### src/rtl/manchester_rx.sv
module manchester_rx #(
  parameter int HALF_CYC = 4
) (
  input  logic clk,
  input  logic rst_n,
  input  logic repeat_mode,
  input  logic pair_zero,
  input  logic pair_one,
  input  logic single_line,
  output logic nrz_data,
  output logic rx_clk,
  output logic code_ok,
  output logic link_rst_n,
  output logic cmd_sync
);
  localparam int CW = (HALF_CYC > 2) ? $clog2(HALF_CYC) : 1;
  localparam logic [CW-1:0] LAST_POS = CW'(HALF_CYC - 1);
  localparam logic [CW-1:0] MID_POS  = CW'(HALF_CYC / 2);
  localparam logic [5:0] CMD_PAT  = 6'b111000;
  localparam logic [5:0] DAT_PAT  = 6'b000111;
  localparam logic [5:0] HIST_RST = 6'b010101;

  logic [1:0] line_sy, bad_sy;
  logic ln, ln_d;
  logic [CW-1:0] ph, pos;
  logic [5:0] hs, hs_nx;
  logic strobe, illegal, sync_hit, sync_cmd_hit;
  logic in_frame, hp, first, first_bit, got_bit, type_q, srst_q;

  assign ln           = line_sy[1];
  assign pos          = (ln != ln_d || ph == LAST_POS) ? '0 : ph + CW'(1);
  assign strobe       = pos == MID_POS;
  assign illegal      = strobe & bad_sy[1];
  assign hs_nx        = {hs[4:0], ln};
  assign sync_cmd_hit = strobe && hs_nx == CMD_PAT;
  assign sync_hit     = sync_cmd_hit || (strobe && hs_nx == DAT_PAT);
  assign link_rst_n   = repeat_mode ? srst_q : rst_n;
  assign cmd_sync     = repeat_mode & type_q;

  always_ff @(posedge clk or negedge rst_n) begin
    if (!rst_n) begin
      line_sy <= '0;
      bad_sy  <= '0;
      ln_d    <= 1'b0;
      ph      <= '0;
      hs      <= HIST_RST;
    end else begin
      line_sy <= {line_sy[0], pair_one | single_line};
      bad_sy  <= {bad_sy[0], pair_one ~^ pair_zero};
      ln_d    <= ln;
      ph      <= pos;
      if (strobe) hs <= hs_nx;
    end
  end

  always_ff @(posedge clk or negedge rst_n) begin
    if (!rst_n) begin
      in_frame  <= 1'b0;
      hp        <= 1'b0;
      first     <= 1'b0;
      first_bit <= 1'b0;
      got_bit   <= 1'b0;
      type_q    <= 1'b0;
      srst_q    <= 1'b0;
      nrz_data  <= 1'b0;
      rx_clk    <= 1'b0;
      code_ok   <= 1'b0;
    end else if (illegal) begin
      in_frame <= 1'b0;
      hp       <= 1'b0;
      code_ok  <= 1'b0;
      rx_clk   <= 1'b0;
    end else if (sync_hit) begin
      in_frame  <= 1'b1;
      hp        <= 1'b0;
      first_bit <= 1'b1;
      got_bit   <= 1'b0;
      type_q    <= sync_cmd_hit;
      rx_clk    <= 1'b0;
    end else if (strobe) begin
      rx_clk <= 1'b0;
      if (in_frame) begin
        if (!hp) begin
          first <= ln;
          hp    <= 1'b1;
        end else begin
          hp <= 1'b0;
          if (first != ln) begin
            nrz_data  <= first;
            rx_clk    <= 1'b1;
            first_bit <= 1'b0;
            got_bit   <= 1'b1;
            if (first_bit) srst_q <= ~first;
            if (got_bit) code_ok <= 1'b1;
          end else begin
            in_frame <= 1'b0;
            code_ok  <= 1'b0;
          end
        end
      end
    end
  end

  assert_data_stable_R2: assert property (@(posedge clk) disable iff (!rst_n)
    (rx_clk && $past(rx_clk)) |-> $stable(nrz_data));

  assert_valid_with_bit_R5: assert property (@(posedge clk) disable iff (!rst_n)
    $rose(code_ok) |-> $rose(rx_clk));

  assert_clk_only_in_frame_R6: assert property (@(posedge clk) disable iff (!rst_n)
    $rose(rx_clk) |-> $past(in_frame));

  assert_illegal_ends_frame_R7: assert property (@(posedge clk) disable iff (!rst_n)
    illegal |=> (!in_frame && !code_ok));

  assert_srst_release_R9: assert property (@(posedge clk) disable iff (!rst_n)
    (repeat_mode && $past(repeat_mode) && $rose(link_rst_n)) |-> ($rose(rx_clk) && !nrz_data));

  assert_type_on_sync_R10: assert property (@(posedge clk) disable iff (!rst_n)
    (repeat_mode && $past(repeat_mode) && cmd_sync != $past(cmd_sync)) |-> $past(sync_hit));
endmodule

### config.mk
export PLATFORM = sky130hd
export DESIGN_NAME = manchester_rx
export DESIGN_NICKNAME = d
export VERILOG_FILES = /design/src/rtl/manchester_rx.sv
export SDC_FILE = /design/constraint.sdc
export NUM_CORES = 1
export LEC_CHECK = 0
export BUFFER_PORTS_ARGS = -buffer_cell sky130_fd_sc_hd__buf_2
export CORE_UTILIZATION = 50
export CTS_CLUSTER_SIZE = 10
export DETAILED_ROUTE_END_ITERATION = 7
export PLACE_DENSITY = 0.81
export SKIP_CTS_REPAIR_TIMING = 1
export SYNTH_ARGS = -nofsm -noshare
export SYNTH_HDL_FRONTEND = slang
export SYNTH_SLANG_ARGS = --single-unit
export TNS_END_PERCENT = 50
### constraint.sdc
create_clock -name clk -period 1.7 [get_ports clk]
set_input_delay 0.34 -clock clk [delete_from_list [all_inputs] [get_ports clk]]
set_output_delay 0.34 -clock clk [all_outputs]
set_load 0.005 [all_outputs]
==> results.ini <==
[placed_design]
numPortBuffers=10
gp_congestion=0.7942
dp_hpwl_um=1420
dp.cells=137
place_ws_ns=-0.08947

[sta]
hold_violations=0
fin_crit_ns=1.842
rsz0062_at_grt=yes
setup_tns_ns=-0.3880
setup_ws_ns=-0.1417
finClkSkew_ns=0.004261
max_freq_mhz=543.0
drv_slew=0
slew_headroom_pct=78.29
tightest_slew_ns=0.3234
period_share_pct=108.3
setup_viol=5

[yosys]
yosys_warnings=0
yosysMostFrequentCell=nand2_1
synthAdderAreaFrac_pct=1.218
synth_top_family_by_area=simple AND/OR/NAND/NOR gates
avgSynthCellArea_um2=11.17
async_flop_share_pct=100.0
synth.distinct_cells=37
synth_top_cell_area_share_pct=46.29
synth_compound_area_share_pct=6.334
synth-edff-count=0
synthMuxAreaShare_pct=5.603
syn-num-nets=99
synth_seq_cells=22
synth_area_mm2=0.001027
synthTopCellsByArea=dfrtp_1 (46%), nand2_1 (8.4%), dfstp_2 (7.7%), nor4b_4 (2.3%), mux2i_1 (1.9%)
ys_seq_area_share_pct=53.96
netlist_top_cells_count=nand2_1 (23), dfrtp_1 (19), nor2_1 (4)
synth_xor_area_share_pct=3.289
ys.flop_type=dfrtp_1
synth-simple-area-share_pct=27.28
yosysTopAreaCell=dfrtp_1
synthCells=92

[layout]
nNetsFinal=125
diodes=0
layout-drive-gt1-share_pct=42.74
stdcell_count=144
area_growth_syn_to_layout_pct=26.07

[power_and_ir_drop]
p_leak_nw=0.6327
vdd_drop_max_v=0.0008518
power.density_mw_per_mm2=1417

[route]
antenna_left=0
wl_per_cell_um=13.85
dr.first_iter.drc_count=8
drc=0
drt_wl_total_um=1994
firstDrtPassIters=4
via_per_inst=5.125
vias=738

[clocking]
clock-root-buffer=clkbuf_4
insertion_delay_ns=0.30
cts_sinks=22
h-tree-depth=1
cts_buffer_depth=2
numCtsBuffers=3
tritoncts=done
clkTransAtPathRegs_ns=0.12

[floorplanning]
die_width_um=47.33
num_rows=16
pin_count=11
start_util_pct=52.90
die_area_mm2=0.002240
die_y_um=47.33
core_area_mm2=0.001942

[global_routing]
grt_pass1_vias=646
grt_pass1_wl_um=2780
overflow=0
grt_max_degree=23
grt_usage_pct=18.66
antenna_found_initial=0

[setup_path]
crit_family=flip-flops
worst-path-buf-inv=2
crit_fanout=3
critPathLaunchType=flop
slowest_delay_ns=0.42
crit_arrival_ns=2.04
criticalPathCategory=flop to flop
slowest_stage=dfrtp_1
critical_path_required_ns=1.90
path_cells=ha_4 > nand3b_1 > buf_4 > nor3_4 > buf_6 > nand3b_4 > mux2_4
worstSetupEndpointType=flop

[status]
status=complete, but fails checks
violations=negative setup slack

[worst_hold_path]
min_path_type=input port to asynchronous set/reset pin

[flow_run]
max_cap_viol_count=0

[where the power goes]
group	total [W]	leakage, nW	internal (W)	switching, W
sequential	0.000879	0.262	0.000704	0.000175
combinational	0.000669	0.349	0.000355	0.000314
clock	0.000287	0.0210	0.000131	0.000156
total	0.00183	0.633	0.00119	0.000645
[flip-flops by register name, summed over array words and instances, names as in the netlist, 2 cells and up]
name and cells:
hs 5, bad_sy 2, line_sy 2, ph 2
[area by class of cell]
class | count | area [µm²]
inverter | 2 | 7.507
tap | 27 | 33.78
fill | 152 | 646.9
sequential | 22 | 555.5
clock buffer | 4 | 36.28
multi-input combinational | 66 | 499.2
timing repair buffer | 23 | 162.7
[kinds of logic after synthesis]
kind of cell | Yosys count
adders and majority gates | 1
xor gates and xnor gates | 3
buffers and inverters | 4
DFF | 22
and+or+nand+nor | 47
AOI/OAI and AO/OA | 10
muxes | 5
[metal layers]
| layer | up-vias | GRT usage [%] | share of wire [%] | routed length [µm] |
|---|---|---|---|---|
| met3 | 2 | 2.308 | 1.9 | 37 |
| li1 | 364 | - | - | - |
| met4 | 0 | 6.857 | 0.40 | 8 |
| met5 | - | 0 | 0 | 0 |
| met2 | 12 | 32.88 | 56 | 1111 |
| met1 | 360 | 23.19 | 42 | 836 |
[worst paths after layout]
check / endpoint / cells after the start / slack (ns) / startpoint
setup / recovery: first / 7 / -0.14 / ph[0]
hold / removal: first_bit / 2 / 0.02 / rst_n
setup reg to reg: first / 7 / -0.14 / ph[0]
hold reg to reg: line_sy[1] / 0 / 0.36 / line_sy[0]
max in group asynchronous: hs[0] / 2 / 1.40 / rst_n
min in group clk: bad_sy[0] / 2 / 0.20 / pair_zero
[cells in the final DEF (no fill, tap or decap), drive strengths merged, types with 3 or more instances in the layout]
cell,instances
buf,23
dfrtp,19
nand2,23
clkbuf,4
nor2,4
or2,3
nor3,5
nand3b,3
mux2,3
dfstp,3
[metrics by stage]
step / total power (W) / hold slack (ns) / cell area, µm² / util [%]
5_1_grt: 0.001970 / 0.03028 / 1295 / 66.69
6_report: 0.001835 / 0.02262 / 1295 / 66.69
3_3_place_gp: 0.001413 / 0.3318 / 1170 / 60.24
4_1_cts: 0.001751 / 0.02713 / 1206 / 62.11
3_5_place_dp: 0.001462 / 0.3356 / 1170 / 60.24
2_1_floorplan: 0.001230 / 0.04441 / 1027 / -
No activity file was read; power rests on OpenSTA's default activity.
